$ cat src/rtl/a20_kbc_pkg.sv
package a20_kbc_pkg;
  localparam int BYTE_W = 8;
  localparam logic [BYTE_W-1:0] CMD_LOAD_OUT = 8'hD1;
  localparam int ST_BUSY_BIT = 1;
  localparam int ST_OVR_BIT  = 5;
  localparam int A20_BIT     = 1;

  typedef enum logic [1:0] {
    SEL_NONE = 2'd0,
    SEL_CMD  = 2'd1,
    SEL_DATA = 2'd2
  } port_sel_t;
endpackage

$ cat src/rtl/a20_busy_timer.sv
module a20_busy_timer #(
  parameter int CYCLES = 8
) (
  input  logic clk,
  input  logic rst,
  input  logic start,
  output logic busy
);
  localparam int CNT_W = (CYCLES < 2) ? 1 : $clog2(CYCLES);

  logic [CNT_W-1:0] remain_q;

  always_ff @(posedge clk) begin
    if (rst) begin
      busy     <= 1'b0;
      remain_q <= '0;
    end else if (start) begin
      busy     <= 1'b1;
      remain_q <= CNT_W'(CYCLES - 1);
    end else if (busy) begin
      if (remain_q == '0) busy <= 1'b0;
      else remain_q <= remain_q - 1'b1;
    end
  end
endmodule

$ cat src/rtl/a20_outport.sv
module a20_outport
  import a20_kbc_pkg::*;
(
  input  logic              clk,
  input  logic              rst,
  input  logic              cmd_wr,
  input  logic              data_wr,
  input  logic [BYTE_W-1:0] wdata,
  output logic [BYTE_W-1:0] port_q
);
  logic armed_q;

  always_ff @(posedge clk) begin
    if (rst) begin
      port_q  <= '0;
      armed_q <= 1'b0;
    end else if (cmd_wr) begin
      armed_q <= (wdata == CMD_LOAD_OUT);
    end else if (data_wr) begin
      if (armed_q) port_q <= wdata;
      armed_q <= 1'b0;
    end
  end
endmodule

$ cat src/rtl/a20_kbc_gate.sv
module a20_kbc_gate
  import a20_kbc_pkg::*;
#(
  parameter int              ADDR_W      = 8,
  parameter logic [ADDR_W-1:0] CMD_ADDR  = ADDR_W'(8'h64),
  parameter logic [ADDR_W-1:0] DATA_ADDR = ADDR_W'(8'h60),
  parameter int              BUSY_CYCLES = 8
) (
  input  logic              clk,
  input  logic              rst,
  input  logic              io_wr,
  input  logic              io_rd,
  input  logic [ADDR_W-1:0] io_addr,
  input  logic [BYTE_W-1:0] io_wdata,
  output logic [BYTE_W-1:0] io_rdata,
  output logic [BYTE_W-1:0] status,
  output logic              a20_en
);
  port_sel_t         sel;
  logic              busy;
  logic              ovr_q;
  logic              accept;
  logic [BYTE_W-1:0] port_q;

  always_comb begin
    if (io_addr == CMD_ADDR)       sel = SEL_CMD;
    else if (io_addr == DATA_ADDR) sel = SEL_DATA;
    else                           sel = SEL_NONE;
  end

  assign accept = io_wr && (sel != SEL_NONE) && !busy;

  a20_busy_timer #(.CYCLES(BUSY_CYCLES)) u_timer (
    .clk   (clk),
    .rst   (rst),
    .start (accept),
    .busy  (busy)
  );

  a20_outport u_port (
    .clk     (clk),
    .rst     (rst),
    .cmd_wr  (accept && (sel == SEL_CMD)),
    .data_wr (accept && (sel == SEL_DATA)),
    .wdata   (io_wdata),
    .port_q  (port_q)
  );

  always_ff @(posedge clk) begin
    if (rst) ovr_q <= 1'b0;
    else if (io_wr && (sel != SEL_NONE) && busy) ovr_q <= 1'b1;
  end

  always_comb begin
    status              = '0;
    status[ST_BUSY_BIT] = busy;
    status[ST_OVR_BIT]  = ovr_q;
  end

  always_ff @(posedge clk) begin
    if (rst) io_rdata <= '0;
    else if (io_rd) begin
      case (sel)
        SEL_CMD:  io_rdata <= status;
        SEL_DATA: io_rdata <= port_q;
        default:  io_rdata <= '0;
      endcase
    end
  end

  assign a20_en = port_q[A20_BIT];
endmodule

$ cat config.mk
export PLATFORM = sky130hd
export DESIGN_NAME = a20_kbc_gate
export DESIGN_NICKNAME = d
export VERILOG_FILES = /design/src/rtl/a20_kbc_pkg.sv /design/src/rtl/a20_busy_timer.sv /design/src/rtl/a20_outport.sv /design/src/rtl/a20_kbc_gate.sv
export SDC_FILE = /design/constraint.sdc
export NUM_CORES = 1
export LEC_CHECK = 0
export ABC_CLOCK_PERIOD_IN_PS = 3400
export BUFFER_PORTS_ARGS = -buffer_cell sky130_fd_sc_hd__buf_2
export CAP_MARGIN = 20
export CORE_MARGIN = 8
export CORE_UTILIZATION = 50
export CTS_CLUSTER_SIZE = 24
export DETAILED_ROUTE_END_ITERATION = 16
export PLACE_DENSITY = 0.8
export SYNTH_ARGS = -nofsm -noshare
export SYNTH_HDL_FRONTEND = slang
export SYNTH_SLANG_ARGS = --single-unit
$ cat constraint.sdc
create_clock -name clk -period 3.4 [get_ports clk]
set_input_delay 0.68 -clock clk [delete_from_list [all_inputs] [get_ports clk]]
set_output_delay 0.68 -clock clk [all_outputs]
set_load 0.01 [all_outputs]
# After elaboration in Yosys (flattened, before gate mapping)

Index checks and enable logic that the tools add are counted.
Widths: inputs -> output; s select.

Bits in registers: 22
Input bits: 20
Output and inout port bits: 17

$add $sub $neg: 1
Equality and inequality tests: 6
Muxes and demuxes: 11
Bitwise logic cells: 1
Reductions and logical operators: 12

Operator list:

| cell                | number |
|---|---|
| $eq 8x7->1 const B  | 2 |
| $pmux 8 s2          | 1 |
| $mux 3              | 3 |
| $eq 8x8->1 const B  | 1 |
| $reduce_bool 2->1   | 3 |
| $logic_and 1x1->1   | 5 |
| $mux 1              | 5 |
| $mux 2              | 2 |
| $logic_not 3->1     | 1 |
| $reduce_and 3->1    | 1 |
| $sub 3x1->3 const B | 1 |
| $eq 2x1->1 const B  | 1 |
| $eq 2x2->1 const B  | 1 |
| $ne 2x2->1 const B  | 1 |
| $reduce_and 2->1    | 1 |
| $logic_not 1->1     | 1 |
| $not 1->1           | 1 |

# Longest topological paths before layout

Gate-level depths: netlist (run 1).

Depth in word-level cells: 9
Gate-level depth with buffers: 5
Mapped depth without buffers: 5

# By module

From an unflattened synthesis (run 1), not the netlist that was laid out.

Cell total of the unflattened synthesis: 99
Area total of the unflattened synthesis: 1044.8 sq um

Modules (own cells, without submodules):

| module         | times used | cells each | area an instance (sq um) |
|---|---|---|---|
| a20_kbc_gate   | 1          | 45         | 465.4 |
| a20_outport    | 1          | 33         | 370.4 |
| a20_busy_timer | 1          | 21         | 209.0 |

# Least setup slack after synthesis (run 1)

Ideal clock, no wire load.

Kind: input to register
Start point: input io_addr[3]
End point: register u_port.port_q[0]
Arrival time: 1.629 ns
Required time: 3.268 ns
Setup slack: 1.639 ns
Stages on the path: 4
Buffers on the path: 1
Cell sequence: or4b_1 > buf_2 > o31ai_1 > a21oi_1

Longest elaborated chain between the ends: 9

RTL lines:

| item                            | line               | source |
|---|---|---|
| start: declaration              | a20_kbc_gate.sv:13 | `input logic [ADDR_W-1:0] io_addr,` |
| $eq 8x7->1                      | a20_kbc_gate.sv:27 | `else if (io_addr == DATA_ADDR) sel = SEL_DATA;` |
| $mux 2                          | a20_kbc_gate.sv:27 |  |
| $mux 2 (*)                      | a20_kbc_gate.sv:26 | `if (io_addr == CMD_ADDR) sel = SEL_CMD;` |
| $reduce_bool 2->1               | a20_kbc_gate.sv:31 | `assign accept = io_wr && (sel != SEL_NONE) && !busy;` |
| $logic_and 1x1->1 (2 in series) | a20_kbc_gate.sv:31 |  |
| $logic_and 1x1->1               | a20_kbc_gate.sv:43 | `.cmd_wr (accept && (sel == SEL_CMD)),` |
| $not 1->1 (no line)             | -                  |  |
| $reduce_and 3->1 (no line) (*)  | -                  |  |
| end signal: assignment          | a20_outport.sv:20  | `if (armed_q) port_q <= wdata;` |
| end: declaration                | a20_outport.sv:9   | `output logic [BYTE_W-1:0] port_q` |

Every way passes the cells marked *; elsewhere a longest branch is shown, timed or not.
A chain may end at the register's enable or synchronous reset.

# Final worst setup path (run 1)

Start point: input io_addr[3]
End point: register u_port.port_q[6]

Same word-level chain as after synthesis.

==> results of run 1 <==
## Yosys cell counts (2+ instances only)
cell type | count | area (um^2)
o21ai_0 | 2 | 10.0
mux2i_1 | 2 | 20.0
a22o_1 | 6 | 52.6
nand2b_1 | 4 | 25.0
nand4_1 | 12 | 75.1
nor2_1 | 4 | 15.0
dfxtp_1 | 22 | 440
inv_1 | 3 | 11.3
or3_1 | 2 | 12.5
buf_2 | 3 | 15.0
mux2_2 | 2 | 22.5
ha_1 | 2 | 25.0
o31ai_1 | 8 | 60.1
a31oi_1 | 3 | 18.8
buf_1 | 3 | 11.3
buf_4 | 8 | 60.1
a21oi_1 | 12 | 60.1
## through the flow
stage / setup slack [ns] / area [um^2] / instances / util [%] / power, mW
after floorplan: 1.64 / 1080 / 118 / - / 0.284
after global placement: 1.42 / 1180 / 160 / 59.3 / 0.295
after detailed placement: 1.35 / 1180 / 160 / 59.3 / 0.295
after CTS: 1.68 / 1210 / 164 / 61.2 / 0.437
after global routing: 1.57 / 1210 / 164 / 61.2 / 0.453
final: 1.62 / 1210 / 164 / 61.2 / 0.434
## cells by family (layout without fill, tap and decap cells)
logic type                 after synthesis  in the layout
and+or+nand+nor                         35             35
AOI/OAI and AO/OA                       31             31
DFF                                     22             22
buffers and inverters                   18             37
muxes                                    4              4
adders and majority gates                2              2
other                                    1              6
## worst max-delay path: stages
cell and delay (ns):
buf_2 0.11, or4b_1 0.70, o31ai_1 0.35, a21oi_1 0.11
## power by group
group	internal [mW]	switching, mW
Sequential	0.258	0.000155
Combinational	0.0122	0.0204
Clock	0.0653	0.0777
## worst paths after layout
kind                      end  depth (start not counted)  slack (ns)        startpoint
min reg2reg  u_port.port_q[5]                          2        0.47  u_port.port_q[5]
max          u_port.port_q[6]                          4        1.62        io_addr[3]
min          u_port.port_q[5]                          2        0.47  u_port.port_q[5]
max reg2reg  u_port.port_q[6]                          3        1.88      u_timer.busy
## cell usage in the layout (no fill, tap or decap), drive strengths merged, types with 3 or more instances in the layout
cell type | Yosys | routed
nand4 | 12 | 12
o31ai | 8 | 8
a22o | 6 | 6
nand2b | 4 | 4
clkbuf | 1 | 4
nor2 | 4 | 4
buf | 14 | 30
conb | 1 | 6
a21oi | 12 | 12
dfxtp | 22 | 22
inv | 3 | 3
a31oi | 3 | 3
## sequential cells by signal, indices dropped and copies added, names as in the netlist
register	flops
ovr_q	1
u_timer.busy	1
u_timer.remain_q	3
u_port.port_q	8
io_rdata	8
u_port.armed_q	1
## final cells by class
cell class,count,area (um^2),area share (%)
Clock buffer,4,36.3,2.99
Tap cell,27,33.8,2.79
Inverter,3,11.3,0.929
Multi-Input combinational cell,78,541,44.6
Sequential cell,22,440,36.3
Timing Repair Buffer,30,150,12.4
## routing by layer
layer / wire length (um) / track usage [%]
met3: 197 / 4.84
met5: 0 / 0
met1: 1110 / 14.8
met2: 1260 / 22.4
met4: 19 / 5.25
==> flow_metrics.py, run 1 <==
metrics = {
    "run_status": {
        "run_status": "finished clean",
    },
    "pwr": {
        "power_density_nw_per_um2": 358,
        "p_leak_nw": 0.489,
        "maximum_resistive_drop_on_vdd_mv": 0.258,
    },
    "route": {
        "drtIter0Drc": 55,
        "num_vias": 953,
        "post_drt_via_cell_ratio": 5.81,
        "final_routed_wire_length_divided_by_cell_count_um": 15.7,
        "totalWireLength_um": 2580,
        "dr.pass1.iters": 4,
        "post-route-drc-count": 0,
        "post_drt_antenna_nets": 0,
    },
    "grt": {
        "grt_pass1_vias": 982,
        "grt_max_degree": 20,
        "global_route_wire_length_before_repair_um": 4370,
        "grtUsageTotal_pct": 13.3,
        "gr-total-overflow": 0,
        "grt_antenna_before_repair": 0,
    },
    "die": {
        "core.rowCount": 16,
        "initial_utilization_pct": 53.7,
        "dieHeight_um": 62.1,
        "fp.dieW_um": 62.1,
        "die_area_um2": 3860,
        "ioPinCount": 37,
        "fp.coreArea_um2": 1980,
    },
    "yosys": {
        "xor_and_xnor_fraction_of_the_mapped_netlist_area_pct": 0,
        "post_synth_fa_ha_maj_area_fraction_pct": 2.35,
        "synth_enable_flop_cells": 0,
        "ys_types": 32,
        "commonest_register_cell_after_synthesis": "dfxtp_1",
        "yosys_register_bits": 22,
        "ys_async_sr_fraction_pct": 0,
        "synth_compound_gate_area_share_pct": 18.9,
        "synthCells": 113,
        "combinational_family_with_the_most_area_after_synthesis": "simple AND/OR/NAND/NOR gates",
        "postSynthAreaPerCell_um2": 9.41,
        "ys_warn_count": 0,
        "synth.mux.area_fraction_pct": 4.00,
        "fraction_of_the_yosys_area_taken_by_sequential_cells_pct": 41.4,
        "yosys.area_share.simple_pct": 23.4,
        "syn-cell-area_um2": 1060,
    },
    "cts": {
        "ctsHoldBuffers": 0,
        "clock_tree.root_cell": "clkbuf_4",
        "postCtsSetupRepairBufs": 0,
        "clk-insertion-delay-late_ns": 0.30,
        "clock_tree.buffer_depth": 2,
        "clk_transition_reported_paths_ns": 0.12,
        "clock_sink_count": 22,
        "cts_tree": "built",
        "cts_resized": 0,
        "htreeDepth": 1,
        "cts_inserted_buffers": 3,
    },
    "sta": {
        "rsz_0062_raised_after_global_routing": "false",
        "setup_viol_count_final": 0,
        "final.min_clock_period_ns": 1.78,
        "setup-tns-final_ns": 0,
        "whs_ns": 0.473,
        "slew-limit-headroom_pct": 42.8,
        "fin_crit_sh_pct": 52.3,
        "timing.final.max_slew_violations": 0,
        "timing.clock.skew_ns": 0.00519,
        "timing_hold_violations_final": 0,
        "clock.fmax_mhz": 563,
        "tightestPinTransition_ns": 0.856,
    },
    "cells_and_area": {
        "n_antenna_cell": 0,
        "post_route_cells_drive_above_1_share_pct": 28.5,
        "fill_cells": 181,
        "num-nets-final": 160,
        "areaGrowthSynthToFinish_pct": 14.0,
    },
    "min_path": {
        "hold_path_class": "flop to flop",
    },
    "placed_design": {
        "gp_routability_congestion": 0.849,
        "dp_hpwl_um": 1960,
        "port_buffers": 30,
    },
    "critical_path": {
        "cp-start-kind": "input port",
        "timing.critical_path.to_type": "flop",
        "worst-setup-path-type": "input port to flop",
        "crit_required_ns": 3.59,
        "critical_path.max_fanout": 8,
        "cp.arrival_ns": 1.96,
    },
    "job": {
        "maxCapViolations": 0,
    },
}
(Power assumes the default switching activity.)
==> run 2: changes to the inputs <==
--- a/config.mk
+++ b/config.mk
@@ -5,14 +5,14 @@
 export SDC_FILE = /design/constraint.sdc
 export NUM_CORES = 1
 export LEC_CHECK = 0
-export ABC_CLOCK_PERIOD_IN_PS = 3400
+export ABC_CLOCK_PERIOD_IN_PS = 1850
 export BUFFER_PORTS_ARGS = -buffer_cell sky130_fd_sc_hd__buf_2
 export CAP_MARGIN = 20
 export CORE_MARGIN = 8
-export CORE_UTILIZATION = 50
+export CORE_UTILIZATION = 48
 export CTS_CLUSTER_SIZE = 24
 export DETAILED_ROUTE_END_ITERATION = 16
-export PLACE_DENSITY = 0.8
+export PLACE_DENSITY = 0.77
 export SYNTH_ARGS = -nofsm -noshare
 export SYNTH_HDL_FRONTEND = slang
 export SYNTH_SLANG_ARGS = --single-unit
==> constraint.sdc (replaced) <==
create_clock -name clk -period 1.85 [get_ports clk]
set_input_delay 0.37 -clock clk [delete_from_list [all_inputs] [get_ports clk]]
set_output_delay 0.37 -clock clk [all_outputs]
set_load 0.01 [all_outputs]
==> run 2 against run 1 <==
- critical endpoint is now u_port.port_q[3]
- global-route usage increased by 0.34 points
- total power up 110%
- clock skew is 0.0031 ns higher
- critical path type is now flop to flop
- register-to-register slack got worse by 1.5 ns
==> flow_metrics.py, run 2 (synthesized netlist as in run 1, its figures left out) <==
metrics = {
    "critical_path": {
        "worstPathBufferInverterCount": 0,
        "cp.arrival_ns": 1.68,
        "critical-path-top-delay-family": "simple AND/OR/NAND/NOR gates",
        "timing.critical_path.to_type": "flop",
        "cp-start-kind": "flop",
        "timing.reg2reg.worst_path_depth": 3,
        "timing.critical_path.slowest_cell_delay_ns": 0.59,
        "worst-setup-path-type": "flop to flop",
        "crit_required_ns": 2.06,
        "critical_path.max_fanout": 8,
        "rr_startpoint": "u_timer.busy",
        "sequence_of_cells_on_the_critical_path": "or3b_2 -> o31ai_1 -> a21oi_1",
        "reg2reg_to": "u_port.port_q[3]",
        "timing.critical_path.slowest_stage_cell": "or3b_2",
        "worst-r2r-setup-slack_ns": 0.38,
    },
    "sta": {
        "timing.final.max_slew_violations": 0,
        "timing.clock.skew_ns": 0.00829,
        "clock.fmax_mhz": 678,
        "rsz_0062_raised_after_global_routing": "false",
        "setup_viol_count_final": 0,
        "slew-limit-headroom_pct": 65.2,
        "final.min_clock_period_ns": 1.47,
        "tightestPinTransition_ns": 0.520,
        "setup_ws_final_ns": 0.376,
        "setup-tns-final_ns": 0,
        "fin_crit_sh_pct": 79.7,
        "timing_hold_violations_final": 0,
    },
    "cells_and_area": {
        "areaGrowthSynthToFinish_pct": 17.8,
        "n_antenna_cell": 0,
        "num-nets-final": 163,
        "layout.core_utilization_pct": 58.3,
        "post_route_cells_drive_above_1_share_pct": 30.0,
        "commonest_cells_after_routing_fill_and_taps_aside": "30 x buf_2, 22 x dfxtp_1, 12 x nand4_1, 12 x a21oi_1, 8 x o31ai_1",
        "layout_commonest_cell": "buf_2",
        "multiInputGateArea_um2": 541,
        "fill_cells": 197,
        "top_regs": "io_rdata (8), u_port.port_q (8), u_timer.remain_q (3)",
        "register_area_um2": 440,
    },
    "pwr": {
        "p_sw_uw": 194,
        "maximum_resistive_drop_on_vdd_mv": 0.383,
        "pwr-share-comb_pct": 7.0,
        "p_leak_nw": 0.512,
        "pwr-share-seq_pct": 52.0,
        "cell_int_power_uw": 718,
        "power_density_nw_per_um2": 728,
        "clockPowerShare_pct": 41.0,
        "finalPower_uw": 912,
        "power_switching_share_pct": 21.3,
    },
    "cts": {
        "clock_sink_count": 22,
        "postCtsSetupRepairBufs": 0,
        "clock_tree.root_cell": "clkbuf_4",
        "ctsHoldBuffers": 0,
        "cts_tree": "built",
        "htreeDepth": 1,
        "cts_resized": 0,
        "clk-insertion-delay-late_ns": 0.31,
        "cts_inserted_buffers": 3,
        "clock_tree.buffer_depth": 2,
        "clk_transition_reported_paths_ns": 0.13,
    },
    "grt": {
        "grtUsageTotal_pct": 13.6,
        "gr-total-overflow": 0,
        "grt_busiest_layer": "met2",
        "grt.met1_usage_pct": 15.9,
        "grt_antenna_before_repair": 0,
        "global_route_wire_length_before_repair_um": 4620,
        "grt_pass1_vias": 1029,
        "grt_util_met3_pct": 1.94,
        "gr-usage-met2_pct": 23.9,
        "grt_max_degree": 20,
    },
    "route": {
        "num_vias": 974,
        "dr.pass1.iters": 4,
        "post_drt_via_cell_ratio": 5.80,
        "totalWireLength_um": 2690,
        "final_routed_wire_length_divided_by_cell_count_um": 16.0,
        "post-route-drc-count": 0,
        "drtIter0Drc": 22,
        "post_drt_antenna_nets": 0,
    },
    "placed_design": {
        "port_buffers": 30,
        "gp_routability_congestion": 0.794,
        "placement.setup.worst_slack_ns": 0.126,
        "dp_hpwl_um": 1990,
    },
    "die": {
        "ioPinCount": 37,
        "fp.coreArea_um2": 2150,
        "fp.dieW_um": 63.1,
        "dieHeight_um": 63.1,
        "die_area_um2": 3980,
        "initial_utilization_pct": 49.5,
        "core.rowCount": 17,
    },
    "min_path": {
        "holdCritStartpoint": "io_wdata[2]",
        "worst_hold_path.endpoint": "u_port.port_q[2]",
        "hold_path_class": "input port to flop",
        "timing.hold.worst_path_depth": 3,
    },
    "run_status": {
        "run_status": "finished clean",
    },
    "job": {
        "maxCapViolations": 0,
    },
}
[run 2: cell count changes in the layout (fill, tap and decap cells not counted), sizes merged]
cell,change
buf,+3
clkbuf,-1
bufinv,+1
[run 2: layout make-up]
type                       count  area share [%]
clock buffer                   3            1.80
sequential                    22            35.2
inverter                       3           0.899
multi-input combinational     78            43.2
clock inverter                 1            2.40
tap                           28            2.80
timing repair buffer          33            13.8
[run 2: through the flow]
step / cells / cell area (um^2) / hold WS (ns)
finish: 168 / 1250 / 0.307
detailed placement: 164 / 1200 / 0.460
global route: 168 / 1250 / 0.307
floorplan: 118 / 1080 / 0.442
CTS: 168 / 1250 / 0.310
global placement: 164 / 1200 / 0.453
[run 2: worst max path at each step]
| stage | startpoint | end | slack, ns | depth (start not counted) |
|---|---|---|---|---|
| 3_3_place_gp | io_addr[3] | u_port.port_q[1] | 0.17 | 4 |
| 3_5_place_dp | io_addr[3] | u_port.port_q[3] | 0.13 | 4 |
| 2_1_floorplan | io_addr[3] | u_port.port_q[0] | 0.40 | 4 |
| 4_1_cts | u_timer.busy | u_port.port_q[3] | 0.40 | 3 |
| 5_1_grt | u_timer.busy | u_port.port_q[1] | 0.27 | 3 |
| 6_report | u_timer.busy | u_port.port_q[3] | 0.38 | 3 |
[run 2: per-layer routing]
metal  share of wire (%)  routed length [um]  vias to the layer above
met4                 2.3                  61                        0
met5                   0                   0                        -
met1                  42                1140                      468
li1                    -                   -                      474
met2                  51                1380                       26
met3                 4.1                 110                        6
[run 2: worst min-delay path: stages]
cell and delay [ns]:
buf_2 0.10, nand4_1 0.06, a21oi_1 0.06
[run 2: power groups by stage]
stage | sequential [mW] | clock (mW) | combinational, mW
after floorplan | 0.485 | 0 | 0.0367
after global placement | 0.485 | 0 | 0.0600
after detailed placement | 0.485 | 0 | 0.0624
after CTS | 0.474 | 0.376 | 0.0626
after global routing | 0.475 | 0.395 | 0.0696
final | 0.474 | 0.374 | 0.0637
